===== config.mk =====
export PLATFORM = sky130hd
export DESIGN_NAME = canctl_timing_reg
export DESIGN_NICKNAME = d
export VERILOG_FILES = /design/src/rtl/canctl_pkg.sv /design/src/rtl/canctl_handshake.sv /design/src/rtl/canctl_timing_decode.sv /design/src/rtl/canctl_timing_reg.sv
export SDC_FILE = /design/constraint.sdc
export NUM_CORES = 1
export LEC_CHECK = 0
export ABC_CLOCK_PERIOD_IN_PS = 2200
export BUFFER_PORTS_ARGS = -buffer_cell sky130_fd_sc_hd__buf_2
export CAP_MARGIN = 20
export CORE_MARGIN = 2
export CORE_UTILIZATION = 46
export CTS_CLUSTER_DIAMETER = 50
export DETAILED_ROUTE_END_ITERATION = 10
export HOLD_SLACK_MARGIN = 0.03
export PLACE_DENSITY = 0.82
export REMOVE_ABC_BUFFERS = 1
export SLEW_MARGIN = 10
export SYNTH_ARGS = -nofsm -noshare
export SYNTH_HDL_FRONTEND = slang
export SYNTH_SLANG_ARGS = --single-unit

===== constraint.sdc =====
create_clock -name clk -period 2.2 [get_ports clk]
set_clock_uncertainty 0.15 [all_clocks]
set_input_delay 0.55 -clock clk [delete_from_list [all_inputs] [get_ports clk]]
set_output_delay 0.55 -clock clk [all_outputs]
set_load 0.005 [all_outputs]

===== src/rtl/canctl_pkg.sv =====
package canctl_pkg;
    // bit positions that software and the engine decode
    localparam int unsigned INIT_REQ_BIT   = 0;
    localparam int unsigned SLEEP_REQ_BIT  = 1;
    localparam int unsigned INIT_ACK_BIT   = 8;
    localparam int unsigned SLEEP_ACK_BIT  = 9;
    localparam int unsigned LISTEN_BIT     = 12;
    localparam int unsigned LOOPBACK_BIT   = 13;
    localparam int unsigned ENABLED_BIT    = 15;
    localparam int unsigned TIMING_LSB     = 16;

    localparam int unsigned BRP_W   = 6;
    localparam int unsigned SJW_W   = 2;
    localparam int unsigned TSEG1_W = 4;
    localparam int unsigned TSEG2_W = 3;
    localparam int unsigned TIMING_W = 1 + TSEG2_W + TSEG1_W + SJW_W + BRP_W;

    localparam int unsigned HS_CHANNELS = 2;
    localparam int unsigned HS_INIT     = 0;
    localparam int unsigned HS_SLEEP    = 1;

    // upper half of the control word, MSB first
    typedef struct packed {
        logic               triple;
        logic [TSEG2_W-1:0] tseg2;
        logic [TSEG1_W-1:0] tseg1;
        logic [SJW_W-1:0]   sjw;
        logic [BRP_W-1:0]   brp;
    } timing_t;

    typedef enum logic [1:0] {
        HS_RUN,
        HS_ENTER_WAIT,
        HS_ACTIVE,
        HS_LEAVE_WAIT
    } hs_state_t;
endpackage


===== src/rtl/canctl_handshake.sv =====
module canctl_handshake
    import canctl_pkg::*;
#(
    parameter int unsigned ACK_DELAY = 8
) (
    input  logic clk,
    input  logic rst_n,
    input  logic req_i,
    output logic ack_o
);
    localparam int unsigned CW = $clog2(ACK_DELAY + 1) + 1;
    localparam logic [CW-1:0] CNT_DONE = CW'(ACK_DELAY);
    localparam logic [CW-1:0] CNT_ONE  = CW'(1);

    hs_state_t       state_q, state_d;
    logic [CW-1:0]   cnt_q, cnt_d;

    // state register
    always_ff @(posedge clk or negedge rst_n) begin
        if (!rst_n) begin
            state_q <= HS_RUN;
            cnt_q   <= '0;
        end else begin
            state_q <= state_d;
            cnt_q   <= cnt_d;
        end
    end

    // transitions
    always_comb begin
        state_d = state_q;
        cnt_d   = cnt_q;
        unique case (state_q)
            HS_RUN: begin
                if (req_i) begin
                    state_d = HS_ENTER_WAIT;
                    cnt_d   = CNT_ONE;
                end
            end
            HS_ENTER_WAIT: begin
                if (!req_i) begin
                    state_d = HS_RUN;
                end else if (cnt_q == CNT_DONE) begin
                    state_d = HS_ACTIVE;
                end else begin
                    cnt_d = cnt_q + CNT_ONE;
                end
            end
            HS_ACTIVE: begin
                if (!req_i) begin
                    state_d = HS_LEAVE_WAIT;
                    cnt_d   = CNT_ONE;
                end
            end
            HS_LEAVE_WAIT: begin
                if (req_i) begin
                    state_d = HS_ACTIVE;
                end else if (cnt_q == CNT_DONE) begin
                    state_d = HS_RUN;
                end else begin
                    cnt_d = cnt_q + CNT_ONE;
                end
            end
            default: begin
                state_d = HS_RUN;
                cnt_d   = '0;
            end
        endcase
    end

    // outputs: the engine reports the mode until leaving is complete
    always_comb begin
        unique case (state_q)
            HS_ACTIVE, HS_LEAVE_WAIT: ack_o = 1'b1;
            default:                  ack_o = 1'b0;
        endcase
    end
endmodule


===== src/rtl/canctl_timing_decode.sv =====
module canctl_timing_decode
    import canctl_pkg::*;
#(
    parameter int unsigned BRP_MIN   = 2,
    parameter int unsigned TSEG1_MIN = 4,
    parameter int unsigned TSEG2_MIN = 2
) (
    input  timing_t              tim_i,
    output logic [BRP_W:0]       prescale_o,
    output logic [SJW_W:0]       sjw_o,
    output logic [TSEG1_W:0]     tseg1_o,
    output logic [TSEG2_W:0]     tseg2_o,
    output logic                 triple_o
);
    localparam logic [BRP_W:0]   BRP_LO   = (BRP_W+1)'(BRP_MIN);
    localparam logic [TSEG1_W:0] TSEG1_LO = (TSEG1_W+1)'(TSEG1_MIN);
    localparam logic [TSEG2_W:0] TSEG2_LO = (TSEG2_W+1)'(TSEG2_MIN);

    logic [BRP_W:0]   brp_raw;
    logic [TSEG1_W:0] tseg1_raw;
    logic [TSEG2_W:0] tseg2_raw;

    always_comb begin
        brp_raw   = {1'b0, tim_i.brp}   + (BRP_W+1)'(1);
        tseg1_raw = {1'b0, tim_i.tseg1} + (TSEG1_W+1)'(1);
        tseg2_raw = {1'b0, tim_i.tseg2} + (TSEG2_W+1)'(1);

        prescale_o = (brp_raw   < BRP_LO)   ? BRP_LO   : brp_raw;
        tseg1_o    = (tseg1_raw < TSEG1_LO) ? TSEG1_LO : tseg1_raw;
        tseg2_o    = (tseg2_raw < TSEG2_LO) ? TSEG2_LO : tseg2_raw;
        sjw_o      = {1'b0, tim_i.sjw} + (SJW_W+1)'(1);
        triple_o   = tim_i.triple;
    end
endmodule


===== src/rtl/canctl_timing_reg.sv =====
module canctl_timing_reg
    import canctl_pkg::*;
#(
    parameter int unsigned ACK_DELAY = 8
) (
    input  logic              clk,
    input  logic              rst_n,
    input  logic              wr_en,
    input  logic [31:0]       wr_data,
    output logic [31:0]       rd_data,
    output logic              init_ack_o,
    output logic              sleep_ack_o,
    output logic              listen_only_o,
    output logic              loopback_o,
    output logic              triple_sample_o,
    output logic [BRP_W:0]    prescale_o,
    output logic [SJW_W:0]    sjw_o,
    output logic [TSEG1_W:0]  tseg1_o,
    output logic [TSEG2_W:0]  tseg2_o
);
    logic [HS_CHANNELS-1:0] req_q;
    logic [HS_CHANNELS-1:0] ack_vec;
    logic                   listen_q;
    logic                   loop_q;
    timing_t                tim_q;
    logic                   cfg_open;
    logic                   unused_wr_bits;

    assign cfg_open       = ack_vec[HS_INIT];
    assign unused_wr_bits = ^{wr_data[15:14], wr_data[11:2]};

    // storage: requests always writable, configuration only in init
    always_ff @(posedge clk or negedge rst_n) begin
        if (!rst_n) begin
            req_q    <= '0;
            listen_q <= 1'b0;
            loop_q   <= 1'b0;
            tim_q    <= '0;
        end else if (wr_en) begin
            req_q[HS_INIT]  <= wr_data[INIT_REQ_BIT];
            req_q[HS_SLEEP] <= wr_data[SLEEP_REQ_BIT];
            if (cfg_open) begin
                tim_q    <= wr_data[TIMING_LSB +: TIMING_W];
                listen_q <= wr_data[LISTEN_BIT];
                loop_q   <= wr_data[LOOPBACK_BIT];
            end
        end
    end

    // one handshake machine per mode request
    for (genvar g = 0; g < HS_CHANNELS; g++) begin : g_hs
        canctl_handshake #(
            .ACK_DELAY (ACK_DELAY)
        ) i_hs (
            .clk   (clk),
            .rst_n (rst_n),
            .req_i (req_q[g]),
            .ack_o (ack_vec[g])
        );
    end

    canctl_timing_decode i_decode (
        .tim_i      (tim_q),
        .prescale_o (prescale_o),
        .sjw_o      (sjw_o),
        .tseg1_o    (tseg1_o),
        .tseg2_o    (tseg2_o),
        .triple_o   (triple_sample_o)
    );

    always_comb begin
        rd_data                              = '0;
        rd_data[INIT_REQ_BIT]                = req_q[HS_INIT];
        rd_data[SLEEP_REQ_BIT]               = req_q[HS_SLEEP];
        rd_data[INIT_ACK_BIT]                = ack_vec[HS_INIT];
        rd_data[SLEEP_ACK_BIT]               = ack_vec[HS_SLEEP];
        rd_data[LISTEN_BIT]                  = listen_q;
        rd_data[LOOPBACK_BIT]                = loop_q;
        rd_data[ENABLED_BIT]                 = 1'b1;
        rd_data[TIMING_LSB +: TIMING_W]      = tim_q;
    end

    assign init_ack_o    = ack_vec[HS_INIT];
    assign sleep_ack_o   = ack_vec[HS_SLEEP];
    assign listen_only_o = listen_q;
    assign loopback_o    = loop_q;
endmodule


==> results of run 1 <==
-- logic make-up (layout without fill, tap and decap cells) --
logic type                 count (synthesis)  after routing  synth area share [%]
adders and majority gates                  8              8                  5.28
DFF                                       34             34                  44.9
AOI/OAI and AO/OA                         21             21                  8.45
buffers and inverters                     31             95                  9.77
muxes                                     25             25                  14.7
xor gates and xnor gates                  10             10                  4.62
and+or+nand+nor                           42             42                  11.9
other                                      2             10                 0.396
-- layout by cell type (no fill, tap or decap), types with 2 or more instances in the layout --
| cell type | count |
|---|---|
| sky130_fd_sc_hd__xnor2_1 | 6 |
| sky130_fd_sc_hd__xor2_1 | 2 |
| sky130_fd_sc_hd__clkbuf_8 | 5 |
| sky130_fd_sc_hd__xor2_2 | 2 |
| sky130_fd_sc_hd__dfrtp_2 | 2 |
| sky130_fd_sc_hd__inv_1 | 10 |
| sky130_fd_sc_hd__o21ai_0 | 3 |
| sky130_fd_sc_hd__a21o_1 | 3 |
| sky130_fd_sc_hd__nand4_1 | 2 |
| sky130_fd_sc_hd__buf_2 | 68 |
| sky130_fd_sc_hd__dfrtp_1 | 32 |
| sky130_fd_sc_hd__nand3_1 | 9 |
| sky130_fd_sc_hd__ha_1 | 6 |
| sky130_fd_sc_hd__mux2_2 | 23 |
| sky130_fd_sc_hd__mux2i_1 | 2 |
| sky130_fd_sc_hd__and3_1 | 4 |
| sky130_fd_sc_hd__nor2_1 | 7 |
| sky130_fd_sc_hd__nand2_1 | 10 |
| sky130_fd_sc_hd__clkinv_2 | 2 |
| sky130_fd_sc_hd__conb_1 | 10 |
| sky130_fd_sc_hd__a21oi_1 | 2 |
| sky130_fd_sc_hd__buf_4 | 9 |
-- metal layers --
layer / track usage [%] / vias to the layer above / routed length (um) / part of all wire, %
met5: 0 / - / 0 / 0
met4: 5.25 / 0 / 24 / 0.67
met3: 4.93 / 4 / 282 / 7.9
met2: 28.9 / 64 / 1790 / 50
met1: 17.3 / 689 / 1480 / 41
li1: - / 714 / - / -
-- worst reg2reg max path: cells and delay by family (launching register included) --
family           cells  cell delay (ns)
AO/OA/AOI/OAI        1             0.38
flip-flops           1             0.46
multiplexers         1             0.38
AND/OR/NAND/NOR      1             0.23
-- power breakdown --
group | switching [mW] | internal [mW]
combinational | 0.627 | 0.837
clock | 0.224 | 0.333
sequential | 0.286 | 0.873
-- state kept, by name, summed over array words and instances, names as in the netlist, named ones only --
name / cells
g_hs.i_hs.state_q: 2
rd_data: 16
loopback_o: 1
g_hs.i_hs.cnt_q: 10
req_q: 2
listen_only_o: 1
-- how the worst max path moves through the flow --
| stage | endpoint | slack, ns | cells past startpoint | startpoint |
|---|---|---|---|---|
| 2_1_floorplan | prescale_o[1] | 0.37 | 4 | rd_data[16]$_DFFE_PN0P_ |
| 3_3_place_gp | prescale_o[1] | 0.24 | 5 | rd_data[16]$_DFFE_PN0P_ |
| 3_5_place_dp | prescale_o[1] | 0.22 | 5 | rd_data[16]$_DFFE_PN0P_ |
| 4_1_cts | prescale_o[5] | 0.009 | 4 | rd_data[18]$_DFFE_PN0P_ |
| 5_1_grt | prescale_o[1] | -0.05 | 5 | rd_data[16]$_DFFE_PN0P_ |
| 6_report | prescale_o[1] | 0.009 | 5 | rd_data[16]$_DFFE_PN0P_ |
-- timing repair --
item	CTS	global route
setup endpoints to repair	4	7
resized for setup	1	10
pin swaps	2	2
hold buffers	0	0
buffers inserted	6	1
cloned	0	0
-- final cells by class --
type                            count  area, um^2
Clock buffer                        5        68.8
Sequential cell                    34         853
Inverter                           10        37.5
Fill cell                         340        1570
Clock inverter                      3        40.0
Multi-Input combinational cell    116         930
Timing Repair Buffer               77         408
Tap cell                           50        62.6
-- per-stage QoR --
| step | utilization (%) | instances | setup slack (ns) | hold slack [ns] | instance area [um^2] |
|---|---|---|---|---|---|
| detailed placement | 55.3 | 280 | 0.220 | 0.361 | 2200 |
| global route | 60.4 | 295 | -0.0463 | 0.234 | 2400 |
| CTS | 59.2 | 294 | 0.00901 | 0.191 | 2350 |
| global placement | 55.3 | 280 | 0.241 | 0.355 | 2200 |
| finish | 60.4 | 295 | 0.00921 | 0.168 | 2400 |
| floorplan | - | 160 | 0.370 | 0.104 | 1780 |
==> results.py, run 1 <==
metrics = {
    "clock_tree": {
        "h_tree_levels": 2,
        "worst_path_clk_slew_ns": 0.07,
        "clock_sink_count": 34,
        "insertion_delay_ns": 0.28,
        "clock-root-buffer": "sky130_fd_sc_hd__clkbuf_8",
        "cts_buffers": 5,
        "clock_tree_from_tritoncts": "done",
        "cts_buffer_depth": 2,
    },
    "logic_synthesis": {
        "netlist.top_cell.by_area": "sky130_fd_sc_hd__dfrtp_1",
        "synth.cell_area_um2": 1900,
        "ys_seq_elements": 34,
        "synth_seq_area_share_pct": 44.9,
        "syn_avg_cell_area_um2": 11.0,
        "area_fraction_of_the_dominant_cell_type_after_synthesis_pct": 44.9,
        "yosysMostFrequentCell": "sky130_fd_sc_hd__dfrtp_1",
        "ys_dominant_reg_cell": "sky130_fd_sc_hd__dfrtp_1",
        "synth-warning-count": 0,
        "synth.area.top_cells": "sky130_fd_sc_hd__dfrtp_1, sky130_fd_sc_hd__mux2_2, sky130_fd_sc_hd__buf_4",
        "ys_async_sr_fraction_pct": 100,
        "synth_enable_flop_cells": 0,
        "ranking_of_synthesized_cells_by_instance_count": "sky130_fd_sc_hd__dfrtp_1, sky130_fd_sc_hd__mux2_2, sky130_fd_sc_hd__buf_4, sky130_fd_sc_hd__inv_1, sky130_fd_sc_hd__nand2_1",
        "yosysUniqueCellTypes": 41,
        "syn_inst": 173,
    },
    "drt": {
        "drtAntennaViolNets": 0,
        "first_iter_violations": 38,
        "avgRoutedWirePerCell_um": 12.1,
        "detail_route.drc_violations": 0,
        "routed-via-count": 1471,
        "detailedRoute.firstPassIterationCount": 4,
        "via_per_inst": 4.99,
        "finalWirelength_mm": 3.58,
    },
    "sta": {
        "layout_worst_path_cycle_share_pct": 99.6,
        "timing.max_slew.rel_slack_pct": 51.8,
        "drv_slew": 0,
        "tightestPinTransition_ns": 0.723,
        "rsz0062_at_grt": "true",
        "setup_viol": 0,
        "timing.final.crit_period_ns": 2.19,
        "number_of_hold_violations_in_the_final_report": 0,
        "max_freq_ghz": 0.456,
        "setup-tns-final_ns": 0,
    },
    "finish": {
        "antenna-diode-count": 0,
        "layout_cell_share_with_drive_strength_beyond_1_pct": 49.4,
        "nets": 287,
        "layout-area-overhead-vs-synth_pct": 26.6,
    },
    "worst_setup_path": {
        "crit_slowest_cell": "sky130_fd_sc_hd__dfrtp_2",
        "timing.reg2reg.setup_slack_ns": 0.49,
        "critical_path.cell_chain": "ha_4 > a21boi_2 > a21o_1 > a21o_1 > buf_2",
        "worst_r2r_path_depth": 3,
        "worst_r2r_endpoint": "g_hs[1].i_hs.cnt_q[0]$_DFFE_PN0P_",
        "setup.worst_path.end_class": "output port",
        "worstSetupPathType": "flop to output port",
        "worst-endpoint-arrival_ns": 1.49,
        "crit_fanout": 4,
        "cp_num_buf_inv": 1,
        "timing.critical_path.slowest_cell_delay_ns": 0.44,
        "worstReg2RegStart": "g_hs[1].i_hs.state_q[0]$_DFFE_PN0P_",
        "cp_top_family": "compound AO/OA/AOI/OAI gates",
        "required_ns": 1.50,
        "cpMostUsedCell": "sky130_fd_sc_hd__a21o_1",
        "worstSetupStartpointType": "flop",
    },
    "job": {
        "max_cap_violations": 0,
    },
    "placement": {
        "dp_hpwl_mm": 2.58,
        "portBuffers": 68,
        "placer_congestion": 0.741,
    },
    "global_routing": {
        "global_route.overflow_total": 0,
        "track_usage_pct": 15.8,
        "wire_length_of_the_first_global_routing_pass_mm": 5.46,
        "grt_antenna_before_repair": 0,
        "grt_max_degree": 35,
        "grt_pass1_vias": 1272,
    },
    "power": {
        "irDropWorstVdd_uv": 546,
        "power_leakage_nw": 1.26,
        "overall_power_of_the_completed_layout_mw": 3.18,
        "power_density_nw_per_um2": 1330,
    },
    "die": {
        "core_area_um2": 3970,
        "die_footprint_um2": 4650,
        "die_width_um": 68.2,
        "initial_cell_density_of_the_core_pct": 47.7,
        "die_y_um": 68.2,
        "placement_rows": 23,
        "boundaryPins": 91,
    },
    "min_path": {
        "min_path_type": "primary input to async pin",
    },
    "outcome": {
        "run_status": "finished clean",
    },
}
Power figures use the tool's default switching activity.
==> inputs of run 2 (changes only) <==
--- a/config.mk
+++ b/config.mk
@@ -5,15 +5,15 @@
 export SDC_FILE = /design/constraint.sdc
 export NUM_CORES = 1
 export LEC_CHECK = 0
-export ABC_CLOCK_PERIOD_IN_PS = 2200
+export ABC_CLOCK_PERIOD_IN_PS = 1800
 export BUFFER_PORTS_ARGS = -buffer_cell sky130_fd_sc_hd__buf_2
 export CAP_MARGIN = 20
 export CORE_MARGIN = 2
-export CORE_UTILIZATION = 46
+export CORE_UTILIZATION = 42
 export CTS_CLUSTER_DIAMETER = 50
 export DETAILED_ROUTE_END_ITERATION = 10
 export HOLD_SLACK_MARGIN = 0.03
-export PLACE_DENSITY = 0.82
+export PLACE_DENSITY = 0.79
 export REMOVE_ABC_BUFFERS = 1
 export SLEW_MARGIN = 10
 export SYNTH_ARGS = -nofsm -noshare
==> constraint.sdc (replaced) <==
create_clock -name clk -period 1.8 [get_ports clk]
set_clock_uncertainty 0.15 [all_clocks]
set_input_delay 0.45 -clock clk [delete_from_list [all_inputs] [get_ports clk]]
set_output_delay 0.45 -clock clk [all_outputs]
set_load 0.1 [all_outputs]
==> results.py, run 2 (same netlist as run 1, synthesis figures left out) <==
metrics = {
    "outcome": {
        "run_status": "finished, violations left",
        "failed_checks": "setup timing",
    },
    "clock_tree": {
        "worst_path_clk_slew_ns": 0.07,
        "h_tree_levels": 2,
        "clock_sink_count": 34,
        "cts_buffers": 5,
        "cts_buffer_depth": 2,
        "insertion_delay_ns": 0.28,
        "clock_tree_from_tritoncts": "done",
        "clock-root-buffer": "sky130_fd_sc_hd__clkbuf_8",
    },
    "drt": {
        "drtAntennaViolNets": 0,
        "via_per_inst": 5.10,
        "routed-via-count": 1641,
        "avgRoutedWirePerCell_um": 16.0,
        "finalWirelength_mm": 5.16,
        "first_iter_violations": 44,
        "detail_route.drc_violations": 0,
        "detailedRoute.firstPassIterationCount": 4,
    },
    "finish": {
        "mostFrequentLayoutCells": "sky130_fd_sc_hd__buf_2, sky130_fd_sc_hd__dfrtp_1, sky130_fd_sc_hd__buf_12, sky130_fd_sc_hd__buf_4, sky130_fd_sc_hd__mux2_2",
        "final_cell_area_um2": 3280,
        "final.fill_count": 253,
        "multiInputGateArea_um2": 1130,
        "nets": 312,
        "layout_cell_share_with_drive_strength_beyond_1_pct": 61.5,
        "layout_commonest_cell": "sky130_fd_sc_hd__buf_2",
        "flip_flop_count_of_the_largest_register_after_layout": 16,
        "regArea_um2": 858,
        "antenna-diode-count": 0,
        "layout-area-overhead-vs-synth_pct": 73.3,
    },
    "worst_setup_path": {
        "crit_fanout": 3,
        "worst_r2r_path_depth": 5,
        "required_ns": 1.20,
        "worstReg2RegStart": "g_hs[0].i_hs.cnt_q[0]$_DFFE_PN0P_",
        "timing.reg2reg.setup_slack_ns": 0.24,
        "worstSetupStartpointType": "flop",
        "worstSetupPathType": "flop to output port",
        "setup.worst_path.end_class": "output port",
        "worst-endpoint-arrival_ns": 1.60,
    },
    "global_routing": {
        "grt_max_degree": 19,
        "grt_antenna_before_repair": 0,
        "grt_pass1_vias": 1625,
        "globalRouteMet1Util_pct": 21.0,
        "globalRouteMet2Util_pct": 34.5,
        "grt-busiest-layer": "met2",
        "global_route.overflow_total": 0,
        "wire_length_of_the_first_global_routing_pass_mm": 7.53,
        "met3_usage_pct": 5.41,
        "track_usage_pct": 19.1,
    },
    "sta": {
        "timing.final.crit_period_ns": 2.20,
        "number_of_hold_violations_in_the_final_report": 0,
        "rsz0062_at_grt": "true",
        "drv_slew": 0,
        "setup_viol": 16,
        "setup-tns-final_ns": -3.95,
        "layout_worst_path_cycle_share_pct": 122,
        "max_freq_ghz": 0.455,
        "layout_setup_ws_ns": -0.398,
    },
    "die": {
        "placement_rows": 24,
        "initial_cell_density_of_the_core_pct": 43.5,
        "die_footprint_um2": 5070,
        "die_y_um": 71.2,
        "core_area_um2": 4350,
        "die_width_um": 71.2,
        "boundaryPins": 91,
    },
    "min_path": {
        "whs_endpoint": "rd_data[30]$_DFFE_PN0P_",
        "min_path_type": "primary input to flop",
        "worst_hold_startpoint": "wr_data[30]",
        "holdPathStages": 2,
    },
    "placement": {
        "portBuffers": 68,
        "dp_hpwl_mm": 3.29,
        "post_detailed_placement_cell_area_um2": 2770,
        "placer_congestion": 0.891,
    },
    "job": {
        "max_cap_violations": 0,
    },
}
run 2: area by class of cell:
| type | count | share of cell area, % |
|---|---|---|
| multi-input combinational | 116 | 34.5 |
| clock inverter | 1 | 0.914 |
| clock buffer | 7 | 2.32 |
| tap | 52 | 1.98 |
| inverter | 10 | 1.14 |
| timing repair buffer | 102 | 33.0 |
| sequential | 34 | 26.1 |
run 2: how the worst max path moves through the flow:
stage	start	end	slack, ns	cells past startpoint
floorplan	rd_data[16]$_DFFE_PN0P_	prescale_o[0]	-3.20	4
global placement	rd_data[16]$_DFFE_PN0P_	prescale_o[0]	-0.13	5
detailed placement	rd_data[16]$_DFFE_PN0P_	prescale_o[1]	-0.15	5
CTS	rd_data[16]$_DFFE_PN0P_	prescale_o[1]	-0.38	5
global route	rd_data[24]$_DFFE_PN0P_	tseg1_o[1]	-0.48	5
finish	rd_data[24]$_DFFE_PN0P_	tseg1_o[1]	-0.40	5
run 2: per-stage QoR:
stage	hold WS [ns]	std cells	setup WS, ns	utilization (%)
global placement	0.250	303	-0.131	63.6
CTS	0.232	316	-0.376	71.3
detailed placement	0.261	303	-0.153	63.6
global route	0.235	322	-0.475	75.4
floorplan	0.00441	160	-3.20	-
finish	0.246	322	-0.398	75.4
run 2: routing by layer:
metal  part of all wire, %  wire [um]
met1                    37       1930
met2                    57       2950
met3                   4.5        230
met4                  0.85         44
met5                     0          0
run 2: critical path: stages, from the launching register on:
cell,delay [ns]
sky130_fd_sc_hd__dfrtp_1,0.40
sky130_fd_sc_hd__ha_2,0.21
sky130_fd_sc_hd__and2_4,0.18
sky130_fd_sc_hd__a21oi_2,0.16
sky130_fd_sc_hd__o21a_1,0.18
sky130_fd_sc_hd__buf_12,0.18
run 2: timing repair:
item                       4_1_cts  5_1_grt
setup endpoints to repair       23       24
hold endpoints to repair        16        0
pin swaps                       14       11
resized for setup               42       29
buffers inserted                 4        6
hold buffers                     1        0
Power of run 2 is left out: the tool's default activity adds up to more than one toggle a clock period on the data nets, which glitch-free logic cannot reach.
